## config.mk

```make
export PLATFORM = sky130hd
export DESIGN_NAME = evb_rr_select
export DESIGN_NICKNAME = d
export VERILOG_FILES = /design/src/rtl/evb_rr_select.sv
export SDC_FILE = /design/constraint.sdc
export NUM_CORES = 1
export LEC_CHECK = 0
export BUFFER_PORTS_ARGS = -buffer_cell sky130_fd_sc_hd__clkbuf_2
export CAP_MARGIN = 20
export CELL_PAD_IN_SITES_DETAIL_PLACEMENT = 0
export CELL_PAD_IN_SITES_GLOBAL_PLACEMENT = 1
export CORE_ASPECT_RATIO = 1.1
export CORE_MARGIN = 1.5
export CORE_UTILIZATION = 45
export CTS_BUF_LIST = sky130_fd_sc_hd__clkbuf_4 sky130_fd_sc_hd__clkbuf_8 sky130_fd_sc_hd__clkbuf_16
export CTS_CLUSTER_DIAMETER = 50
export DETAILED_ROUTE_END_ITERATION = 16
export MAX_ROUTING_LAYER = met4
export PLACE_DENSITY = 0.88
export SYNTH_ARGS = -nofsm -noshare
export SYNTH_HDL_FRONTEND = slang
export SYNTH_SLANG_ARGS = --single-unit
```

## constraint.sdc

```tcl
create_clock -name clk -period 8.7 [get_ports clk]
set_input_delay 1.74 -clock clk [delete_from_list [all_inputs] [get_ports clk]]
set_output_delay 1.74 -clock clk [all_outputs]
set_load 0.005 [all_outputs]
```

## src/rtl/evb_rr_select.sv

```systemverilog
module evb_rr_select #(
  parameter logic [3:0] CAL_TYPE = 4'hE
) (
  input  logic        clk,
  input  logic        rst_n,
  input  logic        evt_stb,
  input  logic [3:0]  evt_type,
  input  logic [31:0] cfg_word,
  output logic        sel_valid,
  output logic [3:0]  sel_idx,
  output logic [15:0] sel_onehot
);
  localparam int NB = 16;
  localparam int IW = $clog2(NB);
  localparam int GW = 8;

  logic [NB-1:0] mask;
  logic [GW-1:0] grp;
  logic [IW-1:0] cal_idx;
  logic          cal_en;
  assign mask    = cfg_word[15:0];
  assign grp     = cfg_word[23:16];
  assign cal_idx = cfg_word[27:24];
  assign cal_en  = cfg_word[28];

  logic [IW-1:0] ptr;
  logic [GW-1:0] cnt;

  function automatic logic [IW-1:0] next_en(input logic [IW-1:0] p, input logic [NB-1:0] m);
    logic [IW-1:0] r;
    r = p;
    for (int k = NB - 1; k >= 1; k--)
      if (m[IW'(32'(p) + k)]) r = IW'(32'(p) + k);
    return r;
  endfunction

  logic          is_cal, any_en, cur_ok, grp_done;
  logic [IW-1:0] cur, pick;
  logic [GW-1:0] cnt_inc, limit;

  assign is_cal   = cal_en && (evt_type == CAL_TYPE);
  assign any_en   = |mask;
  assign cur_ok   = mask[ptr];
  assign cur      = cur_ok ? ptr : next_en(ptr, mask);
  assign cnt_inc  = (cur_ok ? cnt : '0) + 1'b1;
  assign limit    = (grp == '0) ? GW'(1) : grp;
  assign grp_done = cnt_inc >= limit;
  assign pick     = is_cal ? cal_idx : (any_en ? cur : '0);

  always_ff @(posedge clk or negedge rst_n) begin
    if (!rst_n) begin
      sel_valid  <= 1'b0;
      sel_idx    <= '0;
      sel_onehot <= '0;
      ptr        <= '0;
      cnt        <= '0;
    end else begin
      sel_valid <= evt_stb;
      if (evt_stb) begin
        sel_idx    <= pick;
        sel_onehot <= NB'(1) << pick;
      end else begin
        sel_onehot <= '0;
      end
      if (evt_stb && !is_cal && any_en) begin
        if (grp_done) begin
          ptr <= next_en(cur, mask);
          cnt <= '0;
        end else begin
          ptr <= cur;
          cnt <= cnt_inc;
        end
      end
    end
  end

  AST_VALID_FOLLOWS: assert property (@(posedge clk) disable iff (!rst_n) evt_stb |=> sel_valid);
  AST_VALID_PULSE: assert property (@(posedge clk) disable iff (!rst_n) !evt_stb |=> !sel_valid);
  AST_ONEHOT_MATCH: assert property (@(posedge clk) disable iff (!rst_n) sel_valid |-> sel_onehot == (NB'(1) << sel_idx));
  AST_IDLE_ZERO: assert property (@(posedge clk) disable iff (!rst_n) !sel_valid |-> sel_onehot == '0);
  AST_ONLY_ENABLED: assert property (@(posedge clk) disable iff (!rst_n)
    (evt_stb && !is_cal && any_en) |=> ((($past(mask) >> sel_idx) & NB'(1)) != '0));
  AST_CAL_ROUTE: assert property (@(posedge clk) disable iff (!rst_n) (evt_stb && is_cal) |=> sel_idx == $past(cal_idx));
  AST_CAL_HOLD: assert property (@(posedge clk) disable iff (!rst_n) (evt_stb && is_cal) |=> ($stable(ptr) && $stable(cnt)));
  AST_ZERO_MASK: assert property (@(posedge clk) disable iff (!rst_n) (evt_stb && !is_cal && !any_en) |=> sel_idx == '0);
endmodule

```

==> reports/qor.log, run 1 <==
INFO  cts            post-cts-setup-buffers=0
INFO  timing         worst_hold_slack_across_all_endpoints=0.503ns
INFO  critical_path  worstSetupStartpointType=primary input
INFO  critical_path  worstSetupEndpointType=register
INFO  global_routing grt_util_met3=2.80%
INFO  routing        drtIter0Drc=527
INFO  timing         hold_viol_final=0
INFO  routing        firstDrtPassIters=5
INFO  global_routing grt_busiest_layer=met2
INFO  synth          yosysWarningCount=0
INFO  floorplan      floorplan.io_pins=60
INFO  floorplan      die_area=14,800um2
INFO  cts            tritoncts=yes
INFO  timing         rsz0062_at_grt=no
INFO  floorplan      rows=45
INFO  synth          synthTopCellsByArea=dfrtp_1, mux4_2, mux2i_1
INFO  floorplan      die_h=127um
INFO  timing         tns=0ns
INFO  cts            cts_buf_count=5
INFO  cells_and_area fin_nets=911
INFO  cts            ctsHtreeMaxLevel=2
INFO  cts            cts-root-to-sink-buffers=2
INFO  synth          number_of_synthesized_register_bits=33
INFO  global_routing number_of_global_route_vias_before_repair=6,302
INFO  synth          netlist.area_leader.share=13.1%
INFO  timing         slew_worst_pin=0.895ns
INFO  synth          synth-edff-count=0
INFO  cells_and_area insertedDiodeCount=0
INFO  synth          asyncSetResetFlopFracSynth=100%
INFO  cts            post_cts_resized=0
INFO  cells_and_area filler_cell_count=1,416
INFO  cts            clockRootBuffer=clkbuf_16
INFO  synth          syn_avg_cell_area=7.72um2
INFO  timing         report.final.setup_viol=0
INFO  cts            cts.clk_slew.worst_paths=0.05ns
INFO  timing         final.period_utilization=87.2%
INFO  synth          synth_cells=818
INFO  cells_and_area fraction_of_final_layout_cells_sized_beyond_drive_strength_1=18.8%
INFO  cells_and_area ff_latch_area=827um2
INFO  timing         fin_crit=7.59ns
INFO  min_path       hold_path.class=register to register
INFO  place          pre_cts_ws=0.967ns
INFO  cts            insertion_delay=0.27ns
INFO  timing         slew_headroom=40.3%
INFO  routing        routed_wirelength=19,900um
INFO  timing         final_critical_path_setup_slack=1.11ns
INFO  routing        detailroute.via_count=6,642
INFO  timing         final-max-slew-violation-count=0
INFO  routing        average_wire_per_standard_cell=19.2um
INFO  flow_run       max_cap_violations=0
INFO  place          detailedPlacementHpwl=15,300um
INFO  place          buffer_ports.inserted=56
INFO  cells_and_area final_common_cell=nand2_1
INFO  critical_path  reg2reg_depth=20
INFO  cts            holdBufCountCts=0
INFO  place          place_congestion=1.03
INFO  synth          synth.net_count=880
INFO  critical_path  cp_data_required_time=8.84ns
INFO  global_routing groute.layer.met2.usage=44.6%
INFO  global_routing antenna_violations_before_repair=0
INFO  routing        route.antenna.remaining_nets=0
INFO  cells_and_area area_added_between_synthesis_and_finish=9.41%
INFO  cells_and_area area_taken_by_multi_input_logic_gates=5180um2
INFO  critical_path  timing.setup.critical_path_class=primary input to register
INFO  outcome        outcome=finished, final reports clean
INFO  synth          post_synth_num_cell_types=75
INFO  critical_path  critPathMaxFanout=15
INFO  synth          mappedNetlistArea=6320um2
INFO  synth          netlist.top_cell.by_area=dfrtp_1
INFO  floorplan      start_util=46.0%
INFO  floorplan      floorplan_die_width=116um
INFO  synth          portion_of_the_post_synthesis_area_used_by_sequential_elements=13.1%
INFO  global_routing globalRouteTotalUtil=28.0%
INFO  min_path       timing.hold.worst_path_depth=2
INFO  synth          postSynth.topFlopCell=dfrtp_1
INFO  global_routing grt_first_pass_wirelength=32,300um
INFO  timing         max_clock_freq=132MHz
INFO  routing        post-route-drc-count=0
INFO  critical_path  arrival_time_at_the_worst_endpoint=7.72ns
INFO  cts            cts.sinks=33
INFO  global_routing globalRouteMet1Util=37.2%
INFO  global_routing pin_count_of_the_biggest_net_entering_global_routing=55
INFO  global_routing grt_total_ovfl=0
INFO  cells_and_area mostFrequentLayoutCells=nand2_1, nor2_1, clkbuf_2
INFO  timing         post_route_skew=0.00124ns
INFO  routing        route.detailed.vias_per_inst=6.40
INFO  floorplan      core_box_area=13,700um2
==> per-layer routing <==
layer,routed length (um),vias to the layer above
met5,0,-
met4,633,0
met3,1210,44
met2,9540,251
met1,8570,3182
li1,-,3165
==> critical path, stage by stage <==
cell and delay, ns:
clkbuf_2 0.17, mux2_2 0.36, mux4_2 0.51, nor2_1 0.26, o21ai_0 0.22, or4b_4 0.53
o2111a_2 0.32, nor3_4 0.19, inv_1 0.30, ha_1 0.38, a31oi_1 0.27, xor2_1 0.48
mux4_2 0.64, mux2i_1 0.32, or3_1 0.16, nand4_1 0.19, o2111a_1 0.18, or4_1 0.51
==> cells by family (layout without fill, tap and decap cells) <==
kind of cell,Yosys count,count (layout),share of synthesized area (%)
XOR/XNOR,29,29,4.02
adder cells (fa/ha/maj),23,23,4.56
AND/OR/NAND/NOR,341,341,25.7
buffers and inverters,72,104,4.83
flip-flops,33,33,13.1
AO/OA/AOI/OAI,217,217,24.0
multiplexers,103,103,23.9
==> final timing paths <==
| path | startpoint | endpoint | slack [ns] |
|---|---|---|---|
| min | sel_idx[3] | sel_idx[3] | 0.50 |
| max | cfg_word[10] | ptr[0] | 1.11 |
| max reg2reg | ptr[0] | ptr[0] | 1.29 |
| min in group asynchronous | rst_n | sel_onehot[5] | 1.55 |
| max in group asynchronous | rst_n | ptr[0] | 6.59 |
| min reg2reg | sel_idx[3] | sel_idx[3] | 0.50 |
==> registers in the layout, summed over array words and instances (netlist names) <==
name,count
cnt,8
sel_valid,1
sel_idx,4
sel_onehot,16
ptr,4
==> through the flow <==
| step | util (%) | cell area, um2 | instances |
|---|---|---|---|
| after floorplan | - | 6320 | 818 |
| after global placement | 49.0 | 6730 | 1030 |
| after detailed placement | 49.0 | 6730 | 1030 |
| after CTS | 50.3 | 6910 | 1038 |
| after global routing | 50.3 | 6910 | 1038 |
| final | 50.3 | 6910 | 1038 |
==> synth_stat cells, types with 3 or more instances <==
cell type	instances
ha_1	23
clkbuf_1	27
o211ai_1	8
nor3b_1	3
nand2_1	103
o31ai_1	3
mux2_2	19
nand2b_1	18
dfrtp_1	33
a221oi_1	5
nor4_1	8
a21oi_1	36
nor2b_1	5
a211oi_1	21
a22oi_1	23
mux2_4	3
a31oi_1	8
o2bb2ai_1	3
inv_1	22
o21ai_0	41
a311oi_1	5
o21a_1	4
nand3_1	32
a21o_1	6
xor2_1	11
or2_2	12
a21boi_0	4
mux4_2	35
nand4_1	7
a211o_1	3
a221o_1	5
and3_1	6
o2111ai_1	5
mux2i_1	46
or4_1	3
o21ai_1	3
nor3_1	33
o22ai_1	8
and2_1	10
xnor2_1	18
buf_2	16
or3_1	4
nor2_1	86
==> cell type report <==
type / instances / share of cell area (%)
repair buffers: 71 / 5.69
multi-input cells: 713 / 75.0
inverters: 25 / 1.36
flip-flops and latches: 33 / 12.0
clock inverters: 1 / 0.435
well taps: 188 / 3.40
clock buffers: 7 / 2.12
Power of run 1 is left out: the tool's default activity adds up to more than one toggle a clock period on the data nets, which glitch-free logic cannot reach.
==> run 2: changes to the inputs <==
CORE_ASPECT_RATIO = unset   (was 1.1)
==> reports/qor.log, run 2 (synthesized netlist as in run 1, its figures left out) <==
INFO  routing        average_wire_per_standard_cell=18.8um
INFO  cells_and_area filler_cell_count=1,376
INFO  place          buffer_ports.inserted=56
INFO  timing         report.final.setup_viol=0
INFO  cells_and_area area_added_between_synthesis_and_finish=9.49%
INFO  cts            holdBufCountCts=0
INFO  cts            tritoncts=yes
INFO  floorplan      floorplan_die_width=121um
INFO  routing        detailroute.via_count=6,570
INFO  global_routing grt_first_pass_wirelength=31,500um
INFO  cells_and_area fraction_of_final_layout_cells_sized_beyond_drive_strength_1=19.0%
INFO  routing        route.antenna.remaining_nets=0
INFO  floorplan      die_h=121um
INFO  cells_and_area biggestRegsByFlops=sel_onehot (16), cnt (8)
INFO  timing         post_route_skew=0.00340ns
INFO  floorplan      floorplan.io_pins=60
INFO  timing         final-max-slew-violation-count=0
INFO  min_path       worst_hold_startpoint=cnt[7]
INFO  global_routing grt_total_ovfl=0
INFO  timing         slew_headroom=41.4%
INFO  routing        routed_wirelength=19,400um
INFO  critical_path  timing.setup.critical_path_class=primary input to register
INFO  floorplan      core_box_area=13,800um2
INFO  timing         rsz0062_at_grt=no
INFO  critical_path  arrival_time_at_the_worst_endpoint=7.70ns
INFO  timing         hold_viol_final=0
INFO  outcome        outcome=finished, final reports clean
INFO  timing         final.period_utilization=86.9%
INFO  timing         fin_crit=7.56ns
INFO  cells_and_area fin_nets=913
INFO  critical_path  worstSetupStartpointType=primary input
INFO  cells_and_area final_common_cell=nand2_1
INFO  global_routing number_of_global_route_vias_before_repair=5,921
INFO  cts            cts.sinks=33
INFO  cts            insertion_delay=0.27ns
INFO  cells_and_area flip_flop_count_of_the_largest_register_all_copies_and_words_added=16
INFO  cts            ctsHtreeMaxLevel=2
INFO  routing        route.detailed.vias_per_inst=6.37
INFO  routing        drtIter0Drc=698
INFO  floorplan      start_util=45.9%
INFO  place          place_congestion=1.02
INFO  cells_and_area regMostFlops=sel_onehot
INFO  cts            cts.clk_slew.worst_paths=0.05ns
INFO  critical_path  worst_r2r_startpoint=ptr[0]
INFO  critical_path  worstSetupEndpointType=register
INFO  cts            post-cts-setup-buffers=0
INFO  timing         slew_worst_pin=0.876ns
INFO  routing        firstDrtPassIters=5
INFO  global_routing pin_count_of_the_biggest_net_entering_global_routing=55
INFO  critical_path  cp_data_required_time=8.84ns
INFO  min_path       hold_path.class=register to register
INFO  cells_and_area insertedDiodeCount=0
INFO  critical_path  critPathMaxFanout=15
INFO  timing         max_clock_freq=132MHz
INFO  place          detailedPlacementHpwl=14,800um
INFO  critical_path  crit_path_start=cfg_word[5]
INFO  floorplan      die_area=14,800um2
INFO  cts            cts-root-to-sink-buffers=2
INFO  global_routing antenna_violations_before_repair=0
INFO  routing        post-route-drc-count=0
INFO  timing         tns=0ns
INFO  flow_run       max_cap_violations=0
INFO  cells_and_area mostFrequentLayoutCells=nand2_1, nor2_1, clkbuf_2
INFO  floorplan      rows=43
INFO  cts            cts_buf_count=5
INFO  cts            post_cts_resized=0
INFO  cts            clockRootBuffer=clkbuf_16
INFO  global_routing globalRouteTotalUtil=27.3%
-- run 2: worst max-delay path, cell delays in order --
cell      delay (ns)
clkbuf_2        0.16
mux4_2          0.48
mux2i_1         0.52
o22a_1          0.21
o21ai_0         0.14
or4b_4          0.53
o2111a_2        0.31
nor3_4          0.17
inv_1           0.27
ha_1            0.37
a31oi_1         0.28
xor2_1          0.43
mux4_2          0.62
mux2i_1         0.37
or3_1           0.17
nand4_1         0.20
o2111a_1        0.19
or4_1           0.51
-- run 2: metal layers --
layer | track usage, % | vias to the layer above | wire length (um)
met4 | 5.37 | 0 | 352
met3 | 1.97 | 24 | 1230
met5 | - | - | 0
met1 | 38.9 | 3119 | 8920
met2 | 43.0 | 257 | 8900
li1 | - | 3170 | -
-- run 2: stage by stage --
step | utilization [%] | hold WS, ns | setup WS, ns | cell area [um2] | std cells
2_1_floorplan | - | 0.469 | 1.50 | 6320 | 818
3_3_place_gp | 48.9 | 0.490 | 0.978 | 6740 | 1024
3_5_place_dp | 48.9 | 0.508 | 1.00 | 6740 | 1024
4_1_cts | 50.2 | 0.519 | 1.25 | 6920 | 1032
5_1_grt | 50.2 | 0.551 | 0.786 | 6920 | 1032
6_report | 50.2 | 0.511 | 1.14 | 6920 | 1032
-- run 2: worst paths after layout --
path / end / slack, ns / cells past startpoint
setup / recovery: ptr[0] / 1.14 / 18
hold / removal: cnt[7] / 0.51 / 2
setup reg to reg: ptr[0] / 1.53 / 20
hold reg to reg: cnt[7] / 0.51 / 2
max in group asynchronous: ptr[0] / 6.60 / 1
min in group asynchronous: sel_onehot[5] / 1.54 / 1
-- run 2: final cells by class --
cell class / count / area [um2] / area share, %
well taps: 180 / 225 / 3.26
clock inverters: 1 / 30.0 / 0.434
repair buffers: 73 / 408 / 5.90
multi-input cells: 713 / 5180 / 75.0
clock buffers: 7 / 146 / 2.12
inverters: 25 / 93.8 / 1.36
flip-flops and latches: 33 / 827 / 12.0
Power of run 2 is left out for the same reason.
==> run 3: changes to the inputs <==
CELL_PAD_IN_SITES_DETAIL_PLACEMENT = 1   (was 0)
==> reports/qor.log, run 3 (synthesized netlist as in run 1, its figures left out) <==
INFO  outcome        outcome=finished, final reports clean
INFO  cts            cts_buf_count=5
INFO  floorplan      die_area=14,800um2
INFO  place          place_congestion=1.02
INFO  min_path       hold_path.class=register to register
INFO  cells_and_area final_common_cell=nand2_1
INFO  cts            post-cts-setup-buffers=0
INFO  floorplan      floorplan_die_width=121um
INFO  cells_and_area biggestRegsByFlops=sel_onehot (16), cnt (8)
INFO  critical_path  timing.setup.critical_path_class=primary input to register
INFO  timing         slew_headroom=34.7%
INFO  critical_path  worstSetupEndpointType=register
INFO  cts            insertion_delay=0.28ns
INFO  floorplan      start_util=45.9%
INFO  place          detailedPlacementHpwl=17,400um
INFO  critical_path  path_buf_inv=4
INFO  routing        routed_wirelength=23,300um
INFO  critical_path  crit_path_top_delay_cell=o41ai_1
INFO  timing         final-max-slew-violation-count=0
INFO  cts            cts.sinks=33
INFO  floorplan      core_box_area=13,800um2
INFO  timing         max_clock_freq=127MHz
INFO  place          pre_cts_ws=0.823ns
INFO  cts            holdBufCountCts=0
INFO  cts            cts.clk_slew.worst_paths=0.05ns
INFO  critical_path  timing.critical_path.slowest_cell_delay=0.68ns
INFO  global_routing pin_count_of_the_biggest_net_entering_global_routing=55
INFO  timing         post_route_skew=0.00707ns
INFO  global_routing grt_total_ovfl=0
INFO  routing        detailroute.via_count=7,059
INFO  routing        drtIter0Drc=622
INFO  critical_path  critical_path.top_delay_family=simple AND/OR/NAND/NOR gates
INFO  cells_and_area fin_nets=913
INFO  critical_path  cp_data_required_time=8.83ns
INFO  critical_path  critPathMaxFanout=17
INFO  floorplan      floorplan.io_pins=60
INFO  global_routing antenna_violations_before_repair=0
INFO  cells_and_area ff_latch_area=827um2
INFO  routing        average_wire_per_standard_cell=22.6um
INFO  routing        post-route-drc-count=0
INFO  cells_and_area area_taken_by_multi_input_logic_gates=5180um2
INFO  timing         rsz0062_at_grt=no
INFO  critical_path  worstSetupStartpointType=primary input
INFO  cells_and_area area_added_between_synthesis_and_finish=9.49%
INFO  cts            tritoncts=yes
INFO  cts            ctsHtreeMaxLevel=2
INFO  timing         final.period_utilization=90.6%
INFO  cells_and_area filler_cell_count=1,773
INFO  flow_run       max_cap_violations=0
INFO  cells_and_area insertedDiodeCount=0
INFO  place          buffer_ports.inserted=56
INFO  timing         slew_worst_pin=0.977ns
INFO  timing         fin_crit=7.89ns
INFO  floorplan      die_h=121um
INFO  cells_and_area regMostFlops=sel_onehot
INFO  cts            cts-root-to-sink-buffers=2
INFO  cells_and_area flip_flop_count_of_the_largest_register_all_copies_and_words_added=16
INFO  timing         report.final.setup_viol=0
INFO  timing         hold_viol_final=0
INFO  critical_path  critical_path.cell_chain=clkbuf_2 -> mux2_2 -> mux4_2 -> nand2b_1 -> nand2_2 -> o41ai_1 -> a221o_1 -> buf_4 -> nand3_1 -> and2_1 -> inv_1 -> ha_1 -> o21ai_0 -> o41ai_2 -> buf_4 -> and2_1 -> mux4_2 -> mux2i_1 -> or3_1 -> nand4_1 -> o2111a_1 -> or4_1
INFO  global_routing grt_first_pass_wirelength=37,800um
INFO  routing        route.detailed.vias_per_inst=6.84
INFO  routing        firstDrtPassIters=5
INFO  floorplan      rows=43
INFO  cells_and_area mostFrequentLayoutCells=nand2_1, nor2_1, clkbuf_2
INFO  cells_and_area fraction_of_final_layout_cells_sized_beyond_drive_strength_1=19.0%
INFO  cts            clockRootBuffer=clkbuf_16
INFO  cts            post_cts_resized=0
INFO  routing        route.antenna.remaining_nets=0
INFO  timing         final_critical_path_setup_slack=0.815ns
INFO  global_routing number_of_global_route_vias_before_repair=7,079
INFO  timing         tns=0ns
INFO  global_routing globalRouteTotalUtil=32.9%
INFO  critical_path  arrival_time_at_the_worst_endpoint=8.02ns
-- run 3: cell counts in the layout (fill, tap and decap cells not counted) --
No cell type changed its count.
-- run 3: routing by layer --
metal  vias up  track usage [%]  part of all wire, %
met3        66             2.30                  6.0
met4         0             8.82                  2.7
met2       318             55.8                   49
li1       3172                -                    -
met1      3503             42.5                   42
met5         -                -                    0
-- run 3: worst paths after layout --
kind	end	start	slack, ns	cells past startpoint
max	ptr[0]	cfg_word[11]	0.81	22
max in group asynchronous	ptr[0]	rst_n	6.55	1
min reg2reg	cnt[7]	cnt[7]	0.52	2
min in group asynchronous	cnt[6]	rst_n	1.56	1
min	cnt[7]	cnt[7]	0.52	2
max reg2reg	ptr[0]	ptr[0]	1.10	24
-- run 3: metrics by stage --
| stage | instances | cell area, um2 | util [%] | hold WS, ns |
|---|---|---|---|---|
| 6_report | 1032 | 6920 | 50.2 | 0.520 |
| 3_5_place_dp | 1024 | 6740 | 48.9 | 0.508 |
| 3_3_place_gp | 1024 | 6740 | 48.9 | 0.490 |
| 4_1_cts | 1032 | 6920 | 50.2 | 0.523 |
| 2_1_floorplan | 818 | 6320 | - | 0.469 |
| 5_1_grt | 1032 | 6920 | 50.2 | 0.542 |
-- run 3: layout make-up --
cell class | instances | area share [%]
Multi-Input combinational cell | 713 | 75.0
Sequential cell | 33 | 12.0
Clock buffer | 7 | 2.12
Tap cell | 180 | 3.26
Timing Repair Buffer | 73 | 5.90
Inverter | 25 | 1.36
Clock inverter | 1 | 0.434
-- run 3: tightest hold or removal path, stage by stage, from the launching register on --
cell     delay (ns)
dfrtp_1        0.36
nand2_1        0.06
o21ai_0        0.06
Power of run 3 is left out for the same reason.
